`config.mk`:
```
export PLATFORM = sky130hd
export DESIGN_NAME = lapt_slot_if
export DESIGN_NICKNAME = d
export VERILOG_FILES = /design/src/rtl/lapt_pkg.sv /design/src/rtl/lapt_decode.sv /design/src/rtl/lapt_ctrl_bit.sv /design/src/rtl/lapt_rdmux.sv /design/src/rtl/lapt_slot_if.sv
export SDC_FILE = /design/constraint.sdc
export NUM_CORES = 1
export LEC_CHECK = 0
export BUFFER_PORTS_ARGS = -buffer_cell sky130_fd_sc_hd__buf_2
export CORE_AREA = 2 2 39 41
export DETAILED_ROUTE_END_ITERATION = 8
export DIE_AREA = 0 0 41 43
export PLACE_DENSITY = 0.66
export SLEW_MARGIN = 25
export SYNTH_ARGS = -nofsm -noshare
export SYNTH_HDL_FRONTEND = slang
export SYNTH_SLANG_ARGS = --single-unit
```
`constraint.sdc`:
```
create_clock -name clk -period 1.67 [get_ports clk]
set_clock_uncertainty 0.2 [all_clocks]
set_input_delay 0.167 -clock clk [delete_from_list [all_inputs] [get_ports clk]]
set_output_delay 0.167 -clock clk [all_outputs]
set_load 0.1 [all_outputs]
```
`src/rtl/lapt_pkg.sv`:
```
package lapt_pkg;

   localparam int unsigned LAPT_DW  = 8;
   localparam int unsigned LAPT_AW  = 4;
   localparam int unsigned LAPT_RSW = 2;

   typedef enum logic [LAPT_AW-1:0] {
      OFF_RXD   = 4'd0,
      OFF_TXD   = 4'd1,
      OFF_ISTAT = 4'd2,
      OFF_OSTAT = 4'd3,
      OFF_RST   = 4'd8,
      OFF_ANA   = 4'd12
   } lapt_off_e;

   typedef struct packed {
      logic adp_rd;
      logic adp_wr;
      logic rst_rd;
      logic rst_wr;
      logic ana_wr;
   } lapt_dec_t;

endpackage

```
`src/rtl/lapt_decode.sv`:
```
module lapt_decode
   import lapt_pkg::*;
#(
   parameter int unsigned AW  = LAPT_AW,
   parameter int unsigned RSW = LAPT_RSW
) (
   input  logic           clk,
   input  logic           rst_n,
   input  logic           sel,
   input  logic           rnw,
   input  logic [AW-1:0]  addr,
   output lapt_dec_t      dec,
   output logic [RSW-1:0] rs,
   output logic           buf_oe
);

   localparam logic [AW-1:0] RXD_O = AW'(OFF_RXD);
   localparam logic [AW-1:0] TXD_O = AW'(OFF_TXD);
   localparam logic [AW-1:0] IST_O = AW'(OFF_ISTAT);
   localparam logic [AW-1:0] OST_O = AW'(OFF_OSTAT);
   localparam logic [AW-1:0] RST_O = AW'(OFF_RST);
   localparam logic [AW-1:0] ANA_O = AW'(OFF_ANA);

   if (AW != 4) begin : g_bad_aw
      $error("lapt_decode: window needs exactly 4 address bits");
   end
   if (RSW > AW) begin : g_bad_rsw
      $error("lapt_decode: register select wider than address");
   end

   logic rd_cyc;
   logic wr_cyc;
   logic is_rxd, is_txd, is_stat, is_rst, is_ana;

   assign rd_cyc  = sel &  rnw;
   assign wr_cyc  = sel & ~rnw;
   assign is_rxd  = (addr == RXD_O);
   assign is_txd  = (addr == TXD_O);
   assign is_stat = (addr == IST_O) | (addr == OST_O);
   assign is_rst  = (addr == RST_O);
   assign is_ana  = (addr == ANA_O);

   always_comb begin
      dec        = '0;
      dec.adp_rd = rd_cyc & (is_rxd | is_stat);
      dec.adp_wr = wr_cyc & (is_txd | is_stat);
      dec.rst_rd = rd_cyc & is_rst;
      dec.rst_wr = wr_cyc & is_rst;
      dec.ana_wr = wr_cyc & is_ana;
   end

   assign rs     = addr[RSW-1:0];
   assign buf_oe = rd_cyc;

   AST_STB_EXCL: assert property (@(posedge clk) disable iff (!rst_n)
      !(dec.adp_rd && dec.adp_wr));
   AST_OE_NO_WR: assert property (@(posedge clk) disable iff (!rst_n)
      buf_oe |-> !(dec.adp_wr || dec.rst_wr || dec.ana_wr));
   AST_ONE_LATCH: assert property (@(posedge clk) disable iff (!rst_n)
      !(dec.rst_wr && dec.ana_wr));

endmodule

```
`src/rtl/lapt_ctrl_bit.sv`:
```
module lapt_ctrl_bit #(
   parameter logic IDLE = 1'b0
) (
   input  logic clk,
   input  logic rst_n,
   input  logic ld,
   input  logic d,
   output logic q
);

   always_ff @(posedge clk or negedge rst_n) begin
      if (!rst_n)  q <= IDLE;
      else if (ld) q <= d;
   end

   AST_HOLD_NO_LD: assert property (@(posedge clk) disable iff (!rst_n)
      !ld |=> $stable(q));
   AST_LOAD_TAKES: assert property (@(posedge clk) disable iff (!rst_n)
      ld |=> (q == $past(d)));

endmodule

```
`src/rtl/lapt_rdmux.sv`:
```
module lapt_rdmux
   import lapt_pkg::*;
#(
   parameter int unsigned DW = LAPT_DW,
   parameter int unsigned AW = LAPT_AW
) (
   input  logic          clk,
   input  logic          rst_n,
   input  logic          sel,
   input  logic          rnw,
   input  logic [AW-1:0] addr,
   input  lapt_dec_t     dec,
   input  logic [DW-1:0] adp_rdata,
   input  logic          err,
   output logic [DW-1:0] rdata
);

   if (DW < 2) begin : g_bad_dw
      $error("lapt_rdmux: data width must be at least 2");
   end

   localparam logic [DW-1:0] ZERO = '0;

   always_comb begin
      rdata = ZERO;
      if (dec.adp_rd)      rdata = adp_rdata;
      else if (dec.rst_rd) rdata = {{(DW-1){1'b0}}, err};
   end

   AST_ERR_READ: assert property (@(posedge clk) disable iff (!rst_n)
      (sel && rnw && addr == AW'(8)) |-> (rdata == {{(DW-1){1'b0}}, err}));
   AST_UNDEF_ZERO: assert property (@(posedge clk) disable iff (!rst_n)
      (sel && rnw && (addr == AW'(1) || addr[2])) |-> (rdata == ZERO));
   AST_ADP_PASS: assert property (@(posedge clk) disable iff (!rst_n)
      (sel && rnw && addr[AW-1:2] == '0 && addr != AW'(1)) |-> (rdata == adp_rdata));

endmodule

```
`src/rtl/lapt_slot_if.sv`:
```
module lapt_slot_if
   import lapt_pkg::*;
#(
   parameter int unsigned DW       = LAPT_DW,
   parameter int unsigned AW       = LAPT_AW,
   parameter int unsigned RSW      = LAPT_RSW,
   parameter logic        RST_IDLE = 1'b0,
   parameter logic        ANA_IDLE = 1'b0
) (
   input  logic           clk,
   input  logic           rst_n,
   input  logic           host_sel,
   input  logic           host_rnw,
   input  logic [AW-1:0]  host_addr,
   input  logic [DW-1:0]  host_wdata,
   output logic [DW-1:0]  host_rdata,
   output logic           host_buf_oe,
   output logic [RSW-1:0] adp_rs,
   output logic           adp_rd_stb,
   output logic           adp_wr_stb,
   output logic [DW-1:0]  adp_wdata,
   input  logic [DW-1:0]  adp_rdata,
   output logic           mod_reset,
   output logic           mod_analyse,
   input  logic           mod_error
);

   localparam int unsigned NCTL = 2;
   localparam logic [NCTL-1:0] IDLE_VEC = {ANA_IDLE, RST_IDLE};

   lapt_dec_t       dec;
   logic [NCTL-1:0] ctl_ld;
   logic [NCTL-1:0] ctl_q;

   lapt_decode #(.AW(AW), .RSW(RSW)) u_dec (
      .clk    (clk),
      .rst_n  (rst_n),
      .sel    (host_sel),
      .rnw    (host_rnw),
      .addr   (host_addr),
      .dec    (dec),
      .rs     (adp_rs),
      .buf_oe (host_buf_oe)
   );

   assign ctl_ld = {dec.ana_wr, dec.rst_wr};

   for (genvar gi = 0; gi < NCTL; gi++) begin : g_ctl
      lapt_ctrl_bit #(.IDLE(IDLE_VEC[gi])) u_bit (
         .clk   (clk),
         .rst_n (rst_n),
         .ld    (ctl_ld[gi]),
         .d     (host_wdata[0]),
         .q     (ctl_q[gi])
      );
   end

   lapt_rdmux #(.DW(DW), .AW(AW)) u_rd (
      .clk       (clk),
      .rst_n     (rst_n),
      .sel       (host_sel),
      .rnw       (host_rnw),
      .addr      (host_addr),
      .dec       (dec),
      .adp_rdata (adp_rdata),
      .err       (mod_error),
      .rdata     (host_rdata)
   );

   assign adp_rd_stb  = dec.adp_rd;
   assign adp_wr_stb  = dec.adp_wr;
   assign adp_wdata   = host_wdata;
   assign mod_reset   = ctl_q[0];
   assign mod_analyse = ctl_q[1];

   AST_STB_NEEDS_SEL: assert property (@(posedge clk) disable iff (!rst_n)
      (adp_rd_stb || adp_wr_stb) |-> host_sel);
   AST_RST_OWN_WR: assert property (@(posedge clk) disable iff (!rst_n)
      !(host_sel && !host_rnw && host_addr == AW'(8)) |=> $stable(mod_reset));
   AST_ANA_OWN_WR: assert property (@(posedge clk) disable iff (!rst_n)
      !(host_sel && !host_rnw && host_addr == AW'(12)) |=> $stable(mod_analyse));

endmodule

```
==> results.yml <==
synthesis:
  synth_largest_area_cell: "buf_4"
  synth_edf_count: 0
  ys_seq_area_share_pct: 17.02
  synth_xor_xnor_area_share_pct: 0
  synth_compound_area_share_pct: 3.404
  syn-num-nets: 56
  ys.flop_type: "dfrtp_1"
  netlist_area_um2: 294.0
  synthArstFlopShare_pct: 100.0
  synthAdderAreaFrac_pct: 0
  yosysUniqueCellTypes: 12
  synth_top_family_by_area: "simple AND/OR/NAND/NOR gates"
  synth.most_common_cell: "buf_4"
  synthTopCellsByCount: "10 x buf_4, 8 x and2_1, 2 x dfrtp_1, 2 x nor2b_1, 2 x nor4b_4"
  synth_warnings: 0
  syn_area_per_cell_um2: 9.485
  ys_ff_latch: 2
  ys_top_cells_by_area: "buf_4 26%, and2_1 17%, dfrtp_1 17%"
  synth_mux_area_share_pct: 8.936
  synth.top_cell.area_share_pct: 25.53
  synthCells: 31
  synthSimpleGateAreaFrac_pct: 45.11
floorplan:
  dieArea_um2: 1763
  rows: 14
  ios: 48
  initial_utilization_pct: 21.25
  core_area_um2: 1384
  dieWidth_um: 41
  fp.dieH_um: 43
global_routing:
  overflow: 0
  track_usage_pct: 9.438
  grt_pass1_wl_um: 1104
  antenna_found_initial: 0
  grt_max_degree: 10
  grt_pass1_vias: 306
setup_path:
  worstSetupStartpointType: "input port"
  worstReg2RegEnd: "g_ctl[0].u_bit.q"
  ff2ff_path_depth: 1
  cp_max_fo: 9
  critPathRequiredTime_ns: 1.30
  crit_arrival_ns: 1.18
  startpoint: "host_addr[0]"
  reg2reg_slack_ns: 0.73
  end_kind: "primary output"
  path_class: "in -> out"
  reg2reg_from: "g_ctl[0].u_bit.q"
clock_tree:
  worstSkewPairLatency_ns: 0.22
  ctsHtreeMaxLevel: 1
  cts_buffers: 3
  path_clk_slew_ns: 0.03
  cts_tree: "yes"
  clock_path_buffers: 2
  cts_sinks: 2
  cts_resized: 0
  cts-root-buf: "clkbuf_4"
  postCtsSetupBuffers: 0
min_path:
  holdPathStages: 2
  hold_path_class: "in -> reg"
  min-delay-start: "host_wdata[0]"
  min_to: "g_ctl[0].u_bit.q"
drt:
  topRoutingLayerUsed: "met3"
  viasPerCell: 4.053
  wl_met1_um: 252
  dr_wl_met2_um: 420
  drc: 0
  met3_length_um: 79
  routed_wl_um: 752
  vias: 304
  wire_per_inst_um: 10.03
  drt_iter0_drc: 3
  drtPass1Iterations: 4
  antenna_left: 0
layout:
  diodes: 0
  seq_area_um2: 50.05
  multiInputGateArea_um2: 187.7
  top_register: "g_ctl.u_bit.q"
  largest_reg_flops: 2
  drive_gt1_share_pct: 86.44
  area_growth_pct: 108.5
  fill_cells: 136
  final_cell_area_um2: 613.1
  largestRegisters: "g_ctl.u_bit.q (2)"
  fin_cells: 75
  final_nets: 86
place:
  numPortBuffers: 33
  place_inst: 71
  gp_congestion: 0.6113
  post_dp_cell_area_um2: 580.6
timing:
  max_freq_ghz: 0.6459
  max_slew_margin_pct: 67.85
  finalHoldViolCount: 0
  grt_setup_unrepaired: "no"
  setup_violations: 0
  slew_viol_final: 0
  period_share_pct: 92.70
  worst_slew_pin_slew_ns: 0.4856
  post-route-min-period_ns: 1.548
run_status:
  outcome: "completed"
power:
  p_seq_share_pct: 15.7
  switching_power_uw: 197.9
  power.density_nw_per_um2: 644.7
  p_int_uw: 197.4
  switching_share_pct: 50.07
  vdd.ir_drop.worst_mv: 0.4486
  p_comb_share_pct: 58.0
  clkPwrFrac_pct: 26.3
  total_leakage_power_uw: 0.0002987
job:
  maxCapViolCount: 0
logic make-up (layout without fill, tap and decap cells):
logic type / count (synthesis) / count (layout)
muxes: 2 / 2
buffers and inverters: 10 / 38
DFF: 2 / 2
AOI/OAI and AO/OA: 1 / 1
and+or+nand+nor: 16 / 16
routing by layer:
metal	up-vias	global-route usage (%)
li1	153	-
met1	132	9.003
met2	19	15.31
met3	0	3.141
met4	0	7.333
met5	-	0
per-stage QoR:
| step | utilization [%] | hold WS [ns] | power (uW) | TNS, ns | setup WS [ns] |
|---|---|---|---|---|---|
| after floorplan | - | -0.3286 | 311.3 | -9.777 | -1.085 |
| after global placement | 41.95 | -0.2473 | 289.3 | 0 | 0.1357 |
| after detailed placement | 41.95 | -0.2466 | 291.2 | 0 | 0.1106 |
| after CTS | 44.30 | 0.007593 | 403.5 | 0 | 0.1083 |
| after global routing | 44.30 | 0.009819 | 418.5 | 0 | 0.05247 |
| final | 44.30 | 0.01231 | 395.3 | 0 | 0.1219 |
worst max-delay path by stage:
| stage | endpoint | slack [ns] | cells past startpoint |
|---|---|---|---|
| 2_1_floorplan | host_rdata[1] | -1.08 | 3 |
| 3_3_place_gp | host_rdata[2] | 0.14 | 6 |
| 3_5_place_dp | host_rdata[0] | 0.11 | 6 |
| 4_1_cts | host_rdata[0] | 0.11 | 6 |
| 5_1_grt | host_rdata[3] | 0.05 | 6 |
| 6_report | host_rdata[0] | 0.12 | 6 |
cells in the final DEF (no fill, tap or decap):
| cell type | n |
|---|---|
| buf_2 | 23 |
| buf_4 | 1 |
| and2_4 | 1 |
| buf_12 | 10 |
| clkbuf_4 | 3 |
| mux2_2 | 1 |
| dfrtp_1 | 2 |
| mux2_4 | 1 |
| nor2_1 | 1 |
| nand4_1 | 1 |
| a32o_2 | 1 |
| nand2_1 | 1 |
| nor2b_1 | 2 |
| and2_2 | 7 |
| nor4b_4 | 2 |
| dlygate4sd3_1 | 1 |
| nor4b_2 | 1 |
power by group through the flow:
stage | logic [uW] | clock network (uW) | registers [uW]
after floorplan | 178 | 0 | 133
after global placement | 226 | 0 | 62.9
after detailed placement | 228 | 0 | 62.9
after CTS | 230 | 111 | 62.3
after global routing | 236 | 118 | 63.8
final | 229 | 104 | 62.1
critical path, cell delays in order:
cell and delay, ns:
buf_2 0.13, nor2b_1 0.15, nor4b_4 0.20, buf_4 0.19
a32o_2 0.17, buf_12 0.18
final cells by class:
| cell class | count | share of cell area, % |
|---|---|---|
| repair buffers | 35 | 54.29 |
| multi-input cells | 19 | 30.61 |
| flip-flops and latches | 2 | 8.163 |
| clock buffers | 3 | 3.673 |
| well taps | 16 | 3.265 |
timing repair:
item / CTS / global route
hold endpoints to repair: 2 / 0
endpoints found under the setup margin: 0 / 0
hold buffers: 1 / 0
(Power assumes the default switching activity.)
